===== src/rtl/ralu_pkg.sv =====
package ralu_pkg;
  localparam int CTL_W = 3;

  typedef enum logic [CTL_W-1:0] {
    ALU_AND = 3'b000,
    ALU_OR  = 3'b001,
    ALU_ADD = 3'b010,
    ALU_SUB = 3'b110,
    ALU_SLT = 3'b111
  } alu_ctl_e;

  function automatic logic ctl_is_valid(input logic [CTL_W-1:0] c);
    return (c == ALU_AND) || (c == ALU_OR) || (c == ALU_ADD) ||
           (c == ALU_SUB) || (c == ALU_SLT);
  endfunction

  function automatic logic parity3(input logic x, input logic y, input logic z);
    return x ^ y ^ z;
  endfunction

  function automatic logic majority3(input logic x, input logic y, input logic z);
    return (x & y) | (x & z) | (y & z);
  endfunction
endpackage


===== src/rtl/ralu_slice.sv =====
module ralu_slice
  import ralu_pkg::*;
(
  input  logic       a_i,
  input  logic       b_i,
  input  logic       carry_i,
  input  logic       bneg_i,
  input  logic [1:0] op_i,
  input  logic       less_i,
  output logic       res_o,
  output logic       sum_o,
  output logic       carry_o
);
  logic b_eff;

  assign b_eff   = b_i ^ bneg_i;
  assign sum_o   = parity3(a_i, b_eff, carry_i);
  assign carry_o = majority3(a_i, b_eff, carry_i);

  always_comb begin
    unique case (op_i)
      2'b00:   res_o = a_i & b_eff;
      2'b01:   res_o = a_i | b_eff;
      2'b10:   res_o = sum_o;
      default: res_o = less_i;
    endcase
  end
endmodule


===== src/rtl/ralu_zero.sv =====
module ralu_zero #(
  parameter int W = 32
) (
  input  logic [W-1:0] vec_i,
  output logic         zero_o
);
  assign zero_o = ~(|vec_i);
endmodule


===== src/rtl/ralu_top.sv =====
module ralu_top
  import ralu_pkg::*;
#(
  parameter int WIDTH = 32
) (
  input  logic [WIDTH-1:0] a_i,
  input  logic [WIDTH-1:0] b_i,
  input  logic [2:0]       ctl_i,
  output logic [WIDTH-1:0] res_o,
  output logic             zero_o,
  output logic             ovf_o
);
  localparam int MSB = WIDTH - 1;

  logic             bneg;
  logic [1:0]       op_sel;
  logic             ctl_valid;
  logic [WIDTH:0]   carry;
  logic [WIDTH-1:0] less_vec;
  logic [WIDTH-1:0] slice_res;
  logic [WIDTH-1:0] sum_vec;
  logic             carry_into_msb;
  logic             carry_out_msb;
  logic             ovf_raw;
  logic             less_flag;

  assign bneg      = ctl_i[2];
  assign op_sel    = ctl_i[1:0];
  assign ctl_valid = ctl_is_valid(ctl_i);
  assign carry[0]  = bneg;

  for (genvar i = 0; i < WIDTH; i++) begin : g_slice
    if (i == 0) begin : g_lsb
      assign less_vec[i] = less_flag;
    end else begin : g_rest
      assign less_vec[i] = 1'b0;
    end
    ralu_slice u_slice (
      .a_i     (a_i[i]),
      .b_i     (b_i[i]),
      .carry_i (carry[i]),
      .bneg_i  (bneg),
      .op_i    (op_sel),
      .less_i  (less_vec[i]),
      .res_o   (slice_res[i]),
      .sum_o   (sum_vec[i]),
      .carry_o (carry[i+1])
    );
  end

  assign carry_into_msb = carry[MSB];
  assign carry_out_msb  = carry[WIDTH];
  assign ovf_raw        = carry_into_msb ^ carry_out_msb;
  assign less_flag      = sum_vec[MSB] ^ ovf_raw;

  assign res_o = ctl_valid ? slice_res : '0;
  assign ovf_o = ctl_valid && (op_sel == 2'b10) && ovf_raw;

  ralu_zero #(.W(WIDTH)) u_zero (
    .vec_i  (res_o),
    .zero_o (zero_o)
  );
endmodule


===== config.mk =====
export PLATFORM = sky130hd
export DESIGN_NAME = ralu_top
export DESIGN_NICKNAME = d
export VERILOG_FILES = /design/src/rtl/ralu_pkg.sv /design/src/rtl/ralu_slice.sv /design/src/rtl/ralu_zero.sv /design/src/rtl/ralu_top.sv
export SDC_FILE = /design/constraint.sdc
export NUM_CORES = 1
export LEC_CHECK = 0
export ABC_AREA = 1
export CORE_MARGIN = 10
export CORE_UTILIZATION = 45
export DETAILED_ROUTE_END_ITERATION = 8
export PLACE_DENSITY = 0.82
export SETUP_SLACK_MARGIN = 0.3
export SLEW_MARGIN = 25
export SYNTH_ARGS = -nofsm -noshare
export SYNTH_HDL_FRONTEND = slang
export SYNTH_SLANG_ARGS = --single-unit

===== constraint.sdc =====
create_clock -name vclk -period 15.45
set_input_delay 1.545 -clock vclk [all_inputs]
set_output_delay 1.545 -clock vclk [all_outputs]
set_load 0.1 [all_outputs]

==> qor.txt <==
Synth warnings = 0
top area cells in the synthesized netlist = sky130_fd_sc_hd__ha_1 (25%), sky130_fd_sc_hd__fa_1 (20%), sky130_fd_sc_hd__nand2_1 (15%)
Power Dens Cells = 51.54 mW/mm^2
Vias per Instance = 4.763
CP Data Arrival Time = 13.52 ns
Overflow after GRT = 0
proportion of layout cells with a drive suffix above 1 = 0.1439
largest net degree at the start of global routing = 33
area added between synthesis and finish = 42.05%
clock buf count = 0
Least-Margin Pin Slew = 1.024 ns
standard cell core area = 0.006832 sq mm
Multi-input gate area = 0.002821 sq mm
final critical-path share of the clock period = 0.9752
crit end category = output port
vias after detailed routing = 3,172
Routed wire per std cell = 13.87 microns
layout sequential cell count = 0
total power draw = 232.9 uW
footprint of the flip-flops and latches = 0 sq um
n_diodes = 0
endpoints failing hold = 0
cell area after placement = 0.004456 sq mm
status = finished clean
PortBufs = 101
number of global-route vias before repair = 3,331
Req. time, crit path = 13.91 ns
total routed wirelength = 9237 microns
final-report max-slew violation count = 0
final setup violating endpoints = 0
Chip Width = 104.1 microns
Initial DRC Count = 115
post-DP HPWL = 7592 microns
post-route cell area = 0.004518 sq mm
number of hold buffers added after CTS = 0
most frequent cells after synthesis = sky130_fd_sc_hd__nand2_1 (131), sky130_fd_sc_hd__inv_1 (108), sky130_fd_sc_hd__ha_1 (64), sky130_fd_sc_hd__nand3_1 (36), sky130_fd_sc_hd__fa_1 (32)
Avg Inst Size Synth = 6.724 sq um
core occupancy in the finished layout = 0.6614
unrepaired setup endpoints after global routing = yes
last weighted congestion value of the routability-driven placer = 0.8470
number of distinct library cells after synthesis = 22
global-route wire length before repair = 15,530 microns
largest fanout of any net on the critical path = 5
Seq/Total Area, Yosys = 0
maximum single-stage delay on the critical path = 0.42 ns
filler instances = 608
initial antenna violation count = 0
number of nets in the layout = 735
most repeated cell in the gate-level netlist after synthesis = sky130_fd_sc_hd__nand2_1
Critical Path Most Common Cell = sky130_fd_sc_hd__fa_2
Die H = 104.1 microns
Antenna Violating Nets Remaining = 0
startpoint types = input port
instance count of the mapped netlist = 473
synthesized net count = 636
cell at the slowest stage of the critical path = sky130_fd_sc_hd__fa_2
total of max-cap violations = 0
effective utilization at floorplan = 0.4656
Final min period = 15.07 ns
Hold Path Class = input port to output port
DRC Markers = 0
die area = 0.01083 sq mm
largest vdd supply drop = 0.04263 mV
Worst Setup Path Type = input port to output port
total global-route track usage = 0.1646
Max Clock Freq = 66.37 MHz
worst slew margin relative to its limit = 0.3164
area of the mapped netlist = 0.003181 sq mm
Pre-antenna DRT Iters = 4
top cell type's share of synthesized area = 0.2518
count of boundary I/O pins = 101
largest area contributor in the synthesized netlist = sky130_fd_sc_hd__ha_1
leakage power figure = 0.002334 uW
standard-cell row count = 30
logic make-up (layout without fill, tap and decap cells):
kind of cell	Yosys count	in the layout	synth area share
AND/OR/NAND/NOR	190	190	0.2486
buffers and inverters	128	225	0.1633
AO/OA/AOI/OAI	28	28	0.04957
adder cells (fa/ha/maj)	96	96	0.4532
XOR/XNOR	31	31	0.08537
worst paths after layout:
| kind | to | slack (ns) | depth (start not counted) | start |
|---|---|---|---|---|
| worst max-delay path | zero_o | 0.38 | 47 | ctl_i[2] |
| worst min-delay path | res_o[0] | 3.81 | 8 | ctl_i[2] |
cells in the final DEF (no fill, tap or decap), types with 2 or more instances in the layout:
master | synthesis | routed
sky130_fd_sc_hd__o21ai_2 | 1 | 3
sky130_fd_sc_hd__dlymetal6s2s_1 | 0 | 2
sky130_fd_sc_hd__buf_4 | 2 | 17
sky130_fd_sc_hd__nor2_1 | 13 | 12
sky130_fd_sc_hd__nor2_2 | 2 | 2
sky130_fd_sc_hd__fa_2 | 0 | 31
sky130_fd_sc_hd__clkdlybuf4s50_1 | 0 | 85
sky130_fd_sc_hd__inv_1 | 108 | 102
sky130_fd_sc_hd__a31oi_1 | 9 | 8
sky130_fd_sc_hd__xnor2_1 | 31 | 29
sky130_fd_sc_hd__clkbuf_2 | 0 | 3
sky130_fd_sc_hd__o21ai_0 | 4 | 2
sky130_fd_sc_hd__nand3_1 | 36 | 36
sky130_fd_sc_hd__nand2_2 | 1 | 3
sky130_fd_sc_hd__nand2_1 | 131 | 128
sky130_fd_sc_hd__buf_12 | 0 | 6
sky130_fd_sc_hd__inv_2 | 2 | 7
sky130_fd_sc_hd__o21ai_1 | 12 | 12
sky130_fd_sc_hd__nand3b_1 | 6 | 6
sky130_fd_sc_hd__buf_6 | 2 | 2
sky130_fd_sc_hd__ha_1 | 64 | 64
what timing repair did:
action / in CTS / in global routing
pin swaps: 0 / 2
gates cloned: 0 / 0
endpoints found under the setup margin: 4 / 4
gates resized for setup: 11 / 25
buffers inserted: 0 / 3
layout make-up:
class,count,area share
well taps,96,0.02659
repair buffers,115,0.2570
inverters,110,0.09194
multi-input cells,345,0.6245
report_power, final:
| part | switching, uW | total [uW] | internal [uW] |
|---|---|---|---|
| clock network | 0 | 0 | 0 |
| logic | 152 | 233 | 80.9 |
| registers | 0 | 0 | 0 |
layer usage:
layer  part of all wire  up-vias  wire [microns]  global-route usage
met5                  0        -               0                   0
met4             0.0040        0              37             0.01988
li1                   -     1580               -                   -
met2               0.52      111            4759              0.3068
met1               0.42     1477            3834              0.1977
met3              0.066        4             606             0.02416
per-stage QoR:
step                      hold slack, ns  std cells  worst slack (ns)  setup TNS, ns
after global placement             3.857        663          -0.07027       -0.07027
after CTS                          3.894        663            0.1655              0
after floorplan                    3.464        473            0.3230              0
after detailed placement           3.893        663           -0.2159        -0.2687
final                              3.812        666            0.3836              0
after global routing               3.859        666           0.06076              0
worst max-delay path, delay by kind of cell:
kind	cells	cell delay, ns
AND/OR/NAND/NOR	8	0.70
buffers and inverters	7	0.62
AO/OA/AOI/OAI	1	0.06
adder cells (fa/ha/maj)	31	10.60
Power figures use the tool's default switching activity.
